`config.mk`:
```
export PLATFORM = sky130hd
export DESIGN_NAME = fclk_gen
export DESIGN_NICKNAME = d
export VERILOG_FILES = /design/src/rtl/fclk_pkg.sv /design/src/rtl/fclk_cfg_latch.sv /design/src/rtl/fclk_frac_div.sv /design/src/rtl/fclk_frame_seq.sv /design/src/rtl/fclk_gen.sv
export SDC_FILE = /design/constraint.sdc
export NUM_CORES = 1
export LEC_CHECK = 0
export BUFFER_PORTS_ARGS = -buffer_cell sky130_fd_sc_hd__buf_2
export CAP_MARGIN = 15
export CELL_PAD_IN_SITES_DETAIL_PLACEMENT = 0
export CELL_PAD_IN_SITES_GLOBAL_PLACEMENT = 1
export CORE_UTILIZATION = 40
export CTS_BUF_LIST = sky130_fd_sc_hd__clkbuf_8 sky130_fd_sc_hd__clkbuf_16
export CTS_CLUSTER_DIAMETER = 200
export DETAILED_ROUTE_END_ITERATION = 10
export PLACE_DENSITY = 0.8
export SLEW_MARGIN = 5
export SYNTH_ARGS = -nofsm -noshare
export SYNTH_HDL_FRONTEND = slang
export SYNTH_SLANG_ARGS = --single-unit
```
`constraint.sdc`:
```
create_clock -name clk -period 6.2 [get_ports clk]
set_input_delay 0.93 -clock clk [delete_from_list [all_inputs] [get_ports clk]]
set_output_delay 0.93 -clock clk [all_outputs]
set_load 0.05 [all_outputs]
```
`src/rtl/fclk_pkg.sv`:
```
package fclk_pkg;

    typedef enum logic [1:0] {
        SPD_SINGLE = 2'b00,
        SPD_DOUBLE = 2'b01,
        SPD_QUAD   = 2'b10,
        SPD_QUAD_X = 2'b11
    } speed_e;

    typedef struct packed {
        speed_e     speed;
        logic [1:0] dsel;
    } cfg_t;

    // Master clocks per frame for a configuration, given the single-speed base.
    function automatic int unsigned frame_ratio(cfg_t c, int unsigned base);
        int unsigned b;
        int unsigned r;
        case (c.speed)
            SPD_SINGLE: b = base;
            SPD_DOUBLE: b = base >> 1;
            default:    b = base >> 2;
        endcase
        case (c.dsel)
            2'b00:   r = b;
            2'b01:   r = b + (b >> 1);
            2'b10:   r = b << 1;
            default: r = b << 2;
        endcase
        return r;
    endfunction

endpackage

```
`src/rtl/fclk_cfg_latch.sv`:
```
module fclk_cfg_latch
    import fclk_pkg::*;
#(
    parameter int unsigned SINGLE_BASE = 256,
    parameter int unsigned RATIO_W     = 11
) (
    input  logic               clk,
    input  logic               rst,
    input  cfg_t               cfg_in,
    output logic [RATIO_W-1:0] ratio_q
);

    always_ff @(posedge clk) begin
        if (rst) begin
            ratio_q <= RATIO_W'(frame_ratio(cfg_in, SINGLE_BASE));
        end
    end

    // Ratio stays frozen once reset is released.
    p_ratio_frozen_r6: assert property (@(posedge clk) disable iff (rst)
        1'b1 |=> $stable(ratio_q));

endmodule

```
`src/rtl/fclk_frac_div.sv`:
```
module fclk_frac_div #(
    parameter int unsigned STEP  = 64,
    parameter int unsigned ACC_W = 11
) (
    input  logic             clk,
    input  logic             rst,
    input  logic [ACC_W-1:0] ratio,
    output logic             tick_d,
    output logic             tick_q
);

    logic [ACC_W-1:0] acc_q;
    logic [ACC_W-1:0] acc_d;
    logic [ACC_W:0]   sum;

    always_comb begin
        sum = {1'b0, acc_q} + (ACC_W+1)'(STEP);
        if (sum >= {1'b0, ratio}) begin
            tick_d = 1'b1;
            acc_d  = ACC_W'(sum - {1'b0, ratio});
        end else begin
            tick_d = 1'b0;
            acc_d  = sum[ACC_W-1:0];
        end
    end

    always_ff @(posedge clk) begin
        if (rst) begin
            acc_q  <= '0;
            tick_q <= 1'b0;
        end else begin
            acc_q  <= acc_d;
            tick_q <= tick_d;
        end
    end

    // Residue stays below the frame ratio, so no frame gains a bit.
    p_acc_below_ratio_r4: assert property (@(posedge clk) disable iff (rst)
        acc_q < ratio);

    p_tick_quiet_r7: assert property (@(posedge clk)
        rst |=> !tick_q);

endmodule

```
`src/rtl/fclk_frame_seq.sv`:
```
module fclk_frame_seq #(
    parameter int unsigned BITS_PER_FRAME = 64
) (
    input  logic clk,
    input  logic rst,
    input  logic tick_d,
    output logic lrclk,
    output logic frame_start
);

    localparam int unsigned BIT_W = $clog2(BITS_PER_FRAME);

    logic [BIT_W-1:0] slot_q;
    logic [BIT_W-1:0] slot_nxt;

    assign slot_nxt = slot_q + 1'b1;

    always_ff @(posedge clk) begin
        if (rst) begin
            slot_q      <= '1;
            lrclk       <= 1'b0;
            frame_start <= 1'b0;
        end else if (tick_d) begin
            slot_q      <= slot_nxt;
            lrclk       <= slot_nxt[BIT_W-1];
            frame_start <= (slot_nxt == '0);
        end else begin
            frame_start <= 1'b0;
        end
    end

    p_frame_opens_low_r5: assert property (@(posedge clk) disable iff (rst)
        frame_start |-> !lrclk);

    p_seq_quiet_r7: assert property (@(posedge clk)
        rst |=> (!lrclk && !frame_start));

endmodule

```
`src/rtl/fclk_gen.sv`:
```
module fclk_gen
    import fclk_pkg::*;
#(
    parameter int unsigned BITS_PER_FRAME = 64,
    parameter int unsigned SINGLE_BASE    = 256
) (
    input  logic       clk,
    input  logic       rst,
    input  logic [1:0] speed_mode,
    input  logic [1:0] div_sel,
    output logic       bit_tick,
    output logic       frame_start,
    output logic       lrclk
);

    localparam int unsigned RATIO_W = $clog2(SINGLE_BASE * 4 + 1);

    cfg_t               cfg_pins;
    logic [RATIO_W-1:0] ratio;
    logic               tick_d;

    assign cfg_pins = '{speed: speed_e'(speed_mode), dsel: div_sel};

    fclk_cfg_latch #(
        .SINGLE_BASE (SINGLE_BASE),
        .RATIO_W     (RATIO_W)
    ) u_cfg (
        .clk     (clk),
        .rst     (rst),
        .cfg_in  (cfg_pins),
        .ratio_q (ratio)
    );

    fclk_frac_div #(
        .STEP  (BITS_PER_FRAME),
        .ACC_W (RATIO_W)
    ) u_div (
        .clk    (clk),
        .rst    (rst),
        .ratio  (ratio),
        .tick_d (tick_d),
        .tick_q (bit_tick)
    );

    fclk_frame_seq #(
        .BITS_PER_FRAME (BITS_PER_FRAME)
    ) u_seq (
        .clk         (clk),
        .rst         (rst),
        .tick_d      (tick_d),
        .lrclk       (lrclk),
        .frame_start (frame_start)
    );

    p_frame_on_tick_r5: assert property (@(posedge clk) disable iff (rst)
        frame_start |-> bit_tick);

    p_lr_moves_on_tick_r5: assert property (@(posedge clk) disable iff (rst)
        !bit_tick |-> $stable(lrclk));

endmodule

```
---- Word-level counts from Yosys, hierarchy flattened ----
Cells that the tools add are included.
W data, S select, Z words.
operators by class
  add/subtract/negate cells ............... 4
  muxes and demuxes ....................... 5
  reductions and logical operators ........ 4
  bitwise gates (word level) .............. 1
  eq/ne operators ......................... 3
  magnitude comparators ................... 1
operators by type and width
  cell                     number
  $pmux W11 S3             1
  $pmux W9 S2              1
  $add A11 B7 Y12 const B  1
  $ge A12 B11 Y1           1
  $mux W12                 1
  $add A11 B11 Y11         1
  $mux W11                 1
  $sub A11 B11 Y11         1
  $add A6 B1 Y6 const B    1
  $logic_not A6 Y1         1
  $eq A2 B1 Y1 const B     2
  $logic_not A2 Y1         2
  $eq A2 B2 Y1 const B     1
  $reduce_or A2 Y1         1
  $mux W1                  1
  $not A1 Y1               1
storage, ports and cells
  word-level logic and storage cells ...... 24
  register bits after elaboration ......... 31
  output and inout port bits .............. 3

---- Depth between registers and ports, before layout ----
Gate-level depths: netlist (run 1).
  depth in word-level cells ............... 5
  gate-level depth with buffers ........... 9
  gate-level depth less buffers ........... 9

---- Hierarchy ----
A second synthesis (run 1) with hierarchy kept.
unflattened totals
  cells, all modules ...................... 189
  area, all modules ....................... 1731.7 µm²
by module, submodules not included
  module          area an instance (µm²)  times used  cells an instance
  fclk_frac_div   992.2                   1           118
  fclk_cfg_latch  386.6                   1           35
  fclk_frame_seq  352.8                   1           36

---- Worst setup path after synthesis (run 1) ----
OpenSTA, ideal clock, no wires.
  path type ............................... reg2reg
  start point ............................. register u_div.acc_q[6]
  end point ............................... register u_seq.slot_q[4]
  data arrival time ....................... 1.928 ns
  buffers on the path ..................... 1
  slack ................................... 4.143 ns
  data required time ...................... 6.071 ns
  stages on the path, launching flop included .. 10
  library setup time ...................... 0.129 ns
  cells stage by stage .................... dfxtp_1 -> ha_1 -> nand3_1 -> xnor2_1 -> ha_1 -> and3_4 -> a22o_4 -> buf_6 -> nor4_4 -> a211oi_2
between the ends
  cells in the longest elaborated chain, start to end .. 3
ends and longest elaborated chain
  element                 line                  RTL
  start, declared         fclk_frac_div.sv:12   logic [ACC_W-1:0] acc_q;
  start signal, assigned  fclk_frac_div.sv:29   acc_q <= '0;
  start signal, assigned  fclk_frac_div.sv:32   acc_q <= acc_d;
  $add A11 B7 Y12         fclk_frac_div.sv:17   sum = {1'b0, acc_q} + (ACC_W+1)'(STEP);
  $ge A12 B11 Y1          fclk_frac_div.sv:18   if (sum >= {1'b0, ratio}) begin
  $mux W1                 fclk_frac_div.sv:18
  end signal, assigned    fclk_frame_seq.sv:24  slot_q <= slot_nxt;
  end, declared           fclk_frame_seq.sv:13  logic [BIT_W-1:0] slot_q;
Every way passes these cells.
A chain may end at the register's enable or synchronous reset.

---- Worst setup path after layout (run 1) ----
  start point ............................. register u_div.acc_q[6]
  end point ............................... register u_seq.slot_q[5]
The elaborated chain is that of the path after synthesis.

==> results of run 1 <==
worst paths after layout:
| check | startpoint | to | slack (ps) | cells past startpoint |
|---|---|---|---|---|
| max | u_div.acc_q[6]$_SDFF_PP0_ | u_seq.slot_q[5]$_SDFFE_PP1P_ | 3900 | 8 |
| min | u_seq.slot_q[1]$_SDFFE_PP1P_ | u_seq.slot_q[1]$_SDFFE_PP1P_ | 510 | 2 |
| max reg2reg | u_div.acc_q[6]$_SDFF_PP0_ | u_seq.slot_q[5]$_SDFFE_PP1P_ | 3900 | 8 |
| min reg2reg | u_seq.slot_q[1]$_SDFFE_PP1P_ | u_seq.slot_q[1]$_SDFFE_PP1P_ | 510 | 2 |
metal layers:
layer | share of wire (%) | vias to the layer above | GRT usage [%]
li1 | - | 550 | -
met1 | 48 | 499 | 19.4
met2 | 48 | 26 | 26.1
met3 | 3.0 | 2 | 3.15
met4 | 1.0 | 0 | 2.92
met5 | 0 | - | 0
state kept, by name, indices dropped and copies added (netlist names):
signal and count:
u_div.acc_q 6, u_seq.slot_q 6, u_seq.frame_start 1, u_cfg.ratio_q 6, u_div.tick_q 1, u_seq.lrclk 1
cell usage in the layout (no fill, tap or decap), types with 3 or more instances in the layout:
master and instances:
mux2i_1 3, buf_2 8, edfxtp_1 6, nor2_1 11, clkbuf_8 3, o21ai_1 6
nand2_1 6, inv_1 12, nor2b_1 8, a211oi_2 4, o21ai_0 5, nand3_1 8
ha_1 10, xnor2_1 4, dfxtp_1 15, a21oi_1 10, xor2_1 3, nor3_2 3
critical path: stages (launching register included):
cell     delay, ps
dfxtp_1        380
ha_1           210
nand3_1         90
xnor2_1        190
ha_1           370
and3_4         220
a22o_4         290
o21ai_0        280
mux2i_1        210
synth_stat cells, types with 3 or more instances:
cell type and n:
nor2b_1 8, nor3_2 3, ha_1 10, inv_1 12, dfxtp_1 15, o21ai_0 5
xor2_1 3, mux2i_1 3, a21oi_1 10, nand2_1 6, nand3_1 8, nor2_1 11
edfxtp_1 6, a211oi_2 4, xnor2_1 4, o21ai_1 6
where the power goes:
group	internal (mW)	switching (mW)	total, mW	leakage [nW]
registers	0.186	0.0390	0.225	0.181
logic	0.206	0.278	0.484	0.450
clock network	0.0446	0.0418	0.0864	0.0255
cell families after synthesis:
| group | count (synthesis) | share of synthesized area [%] |
|---|---|---|
| simple gates | 48 | 20.4 |
| compound gates | 42 | 22.9 |
| flops | 21 | 34.2 |
| buf+inv | 18 | 5.78 |
| fa+ha+maj | 11 | 10.3 |
| xor+xnor | 7 | 4.36 |
| mux | 3 | 2.14 |
area by class of cell:
class,instances,area share (%)
multi-input combinational,111,55.8
sequential,21,31.7
tap,46,3.80
inverter,12,2.98
clock buffer,3,2.73
timing repair buffer,8,2.64
clock inverter,1,0.331
==> impl_metrics.json, run 1 <==
{
  "outcome": "finished clean",
  "finalSetupViolations": 0,
  "num_rows": 21,
  "total_power_mw": 0.796,
  "finClkSkew_ps": 1.34,
  "hp-class": "reg -> reg",
  "dp_cells": 198,
  "irDropWorstVdd_mv": 0.189,
  "clockBufferDepth": 2,
  "cts_setup_buffers": 0,
  "pin_count": 9,
  "slew_violations": 0,
  "max_freq_mhz": 436,
  "synth-main-ff-cell": "dfxtp_1",
  "clock_latency_ps": 250,
  "h-tree-depth": 1,
  "rsz0062_at_grt": "false",
  "post_dp_cell_area_um2": 1470,
  "cts.hold.buffers_added": 0,
  "hold_viol_final": 0,
  "grt_pass1_wl_um": 4150,
  "dr_total_vias": 1077,
  "numCtsBuffers": 3,
  "finalCritPeriodShare_pct": 37.0,
  "yosysTopAreaCell": "dfxtp_1",
  "die_h_um": 61.3,
  "fillerInstances": 357,
  "setup_tns_ps": 0,
  "critPathMaxFanout": 12,
  "ant_nets": 0,
  "critPathLaunchType": "flop",
  "antenna_found_initial": 0,
  "drt_first_pass_iters": 4,
  "syn_nets": 167,
  "ys_seq_area_share_pct": 34.2,
  "cts_tree": "yes",
  "synthArstFlopShare_pct": 0,
  "synth.avg_cell_area_um2": 9.38,
  "critPathCaptureType": "flop",
  "grt_max_degree": 25,
  "dp_slack_ps": 3920,
  "routabilityCongestion": 0.797,
  "via_per_inst": 5.33,
  "netlist.area_leader.share_pct": 21.4,
  "die_area_um2": 3760,
  "syn_area_um2": 1410,
  "synth-edff-count": 6,
  "final_cells": 202,
  "initial_core_util_pct": 41.8,
  "post-route-util_pct": 45.0,
  "p_leak_nw": 0.656,
  "multiInputGateArea_um2": 845,
  "synth_area_leaders": "dfxtp_1 21%, edfxtp_1 13%, ha_1 8.9%",
  "cts_resized": 0,
  "hold_slack_ps": 511,
  "cts_sinks": 21,
  "drt_wl_total_um": 2490,
  "ys_warn_count": 0,
  "drc": 0,
  "final_cell_area_um2": 1510,
  "tightest_slew_ps": 495,
  "final_layout_size_suffix_gt1_share_pct": 17.9,
  "grt_pass1_vias": 961,
  "synthCells": 150,
  "maxCapViolations": 0,
  "nets": 174,
  "fp.coreArea_um2": 3360,
  "ys_ff_latch": 21,
  "slew_headroom_pct": 67.0,
  "cts-root-buf": "clkbuf_8",
  "grt_usage_pct": 15.0,
  "setup_ws_ps": 3900,
  "chipWidth_um": 61.3,
  "antennaDiodeCount": 0,
  "seq_area_um2": 480,
  "area_growth_syn_to_layout_pct": 7.65,
  "drt-initial-drc-count": 82,
  "post_drt_wl_per_cell_um": 12.3,
  "grt.overflow.total": 0,
  "period_minus_slack_ps": 2300,
  "path_clk_slew_ps": 70,
  "dpl.hpwl_um": 1950,
  "crit_arrival_ps": 2480,
  "yosysUniqueCellTypes": 45,
  "io_buffers": 8,
  "powerDensity_nw_per_um2": 526,
  "critPathRequiredTime_ps": 6390,
  "crit_type": "reg -> reg"
}
(Power assumes the default switching activity.)
==> run 2: changes to the inputs <==
clock period = 2.35 ns   (was 6.2 ns; I/O delays follow)
==> run 2 against run 1 <==
- worst setup slack worse by 3800 ps
- clock power rose to 2.7 times the previous value
- maximum frequency up 3.2%
- design area up 0.83%
- critical path depth unchanged
- combinational power rose to 2.7 times the previous value
- sequential cell count unchanged
- die area unchanged
- critical path type unchanged
- sequential share of layout area down 0.26 points
==> impl_metrics.json, run 2 (same netlist as run 1, synthesis figures left out) <==
{
  "outcome": "finished clean",
  "post_dp_cell_area_um2": 1470,
  "path_cells": "ha_1 > nand3_1 > xnor2_1 > ha_2 > and3_4 > a22o_4 > o21ai_1 > mux2i_1",
  "layout_common_cells": "15 x dfxtp_1, 12 x inv_1, 11 x nor2_1, 10 x a21oi_1",
  "antennaDiodeCount": 0,
  "period_minus_slack_ps": 2220,
  "tightest_slew_ps": 488,
  "top_regs": "u_cfg.ratio_q x6, u_div.acc_q x6, u_seq.slot_q x6",
  "powerDensity_nw_per_um2": 1390,
  "cts_setup_buffers": 0,
  "drt-initial-drc-count": 64,
  "finalSetupViolations": 0,
  "cts-root-buf": "clkbuf_8",
  "grt_usage_pct": 14.7,
  "clock_latency_ps": 260,
  "max_stage_delay_ps": 370,
  "fp.coreArea_um2": 3360,
  "clockBufferDepth": 2,
  "dpl.hpwl_um": 1870,
  "critical_path_buf_inv_count": 0,
  "die_h_um": 61.3,
  "max_freq_mhz": 450,
  "h-tree-depth": 1,
  "finClkSkew_ps": 3.41,
  "grt.met1_usage_pct": 20.1,
  "final_common_cell": "dfxtp_1",
  "setup_tns_ps": 0,
  "cts_tree": "yes",
  "grt_pass1_vias": 955,
  "grt_max_degree": 25,
  "via_per_inst": 5.34,
  "crit_family": "adder cells",
  "post-route-util_pct": 45.4,
  "path_clk_slew_ps": 80,
  "irDropWorstVdd_mv": 0.525,
  "crit_arrival_ps": 2420,
  "area_growth_syn_to_layout_pct": 8.54,
  "gr-usage-met3_pct": 3.78,
  "critPathLaunchType": "flop",
  "hold_viol_final": 0,
  "drc": 0,
  "critPathRequiredTime_ps": 2540,
  "die_area_um2": 3760,
  "final_cell_area_um2": 1530,
  "cpMaxStageDelayCell": "dfxtp_1",
  "numCtsBuffers": 3,
  "grt.overflow.total": 0,
  "routabilityCongestion": 0.766,
  "ant_nets": 0,
  "grt_pass1_wl_um": 4120,
  "pin_count": 9,
  "drt_first_pass_iters": 4,
  "final_layout_size_suffix_gt1_share_pct": 19.9,
  "post_drt_wl_per_cell_um": 12.4,
  "dr_total_vias": 1079,
  "rsz0062_at_grt": "false",
  "grt_util_met2_pct": 23.4,
  "drt_wl_total_um": 2500,
  "cts_sinks": 21,
  "nets": 174,
  "critPathMaxFanout": 12,
  "io_buffers": 8,
  "grt.busiest_layer": "met2",
  "p_leak_nw": 0.652,
  "hold_slack_ps": 449,
  "chipWidth_um": 61.3,
  "slew_headroom_pct": 67.4,
  "antenna_found_initial": 0,
  "cts_resized": 0,
  "finalCritPeriodShare_pct": 94.6,
  "maxCapViolations": 0,
  "crit_type": "reg -> reg",
  "critPathCaptureType": "flop",
  "hp-class": "in -> reg",
  "rrSetupSlack_ps": 130,
  "num_rows": 21,
  "slew_violations": 0,
  "initial_core_util_pct": 41.8,
  "cts.hold.buffers_added": 0
}
==> run 2: per-stage QoR <==
stage | worst slack [ps] | total power [mW] | cells
2_1_floorplan | 293 | 1.66 | 150
3_3_place_gp | 178 | 1.83 | 198
3_5_place_dp | 133 | 1.86 | 198
4_1_cts | 106 | 2.11 | 202
5_1_grt | 10.7 | 2.29 | 202
6_report | 126 | 2.12 | 202
==> run 2: report_power, final <==
part | leakage, nW | switching, mW | internal, mW
logic | 0.446 | 0.733 | 0.554
clock network | 0.0255 | 0.117 | 0.118
registers | 0.181 | 0.107 | 0.492
total | 0.652 | 0.957 | 1.16
==> run 2: path summary, 6_finish.rpt <==
path	from	to	depth (start not counted)
hold / removal	div_sel[1]	u_cfg.ratio_q[5]$_DFFE_PP_	2
setup reg to reg	u_div.acc_q[6]$_SDFF_PP0_	u_seq.slot_q[2]$_SDFFE_PP1P_	8
hold reg to reg	u_seq.slot_q[1]$_SDFFE_PP1P_	u_seq.slot_q[1]$_SDFFE_PP1P_	2
setup / recovery	u_div.acc_q[6]$_SDFF_PP0_	u_seq.slot_q[2]$_SDFFE_PP1P_	8
==> run 2: area by class of cell <==
cell class                 count  area (um^2)
fill                         352         1840
multi-input combinational    111          857
sequential                    21          480
tap                           46         57.6
inverter                      12         45.0
clock buffer                   3         41.3
timing repair buffer           8         40.0
clock inverter                 1         5.00
==> run 2: metal layers <==
layer  part of all wire (%)  vias up  wire, um
li1                       -      552         -
met1                     50      500      1240
met2                     46       25      1160
met3                    3.1        2        78
met4                   0.84        0        21
met5                      0        -         0
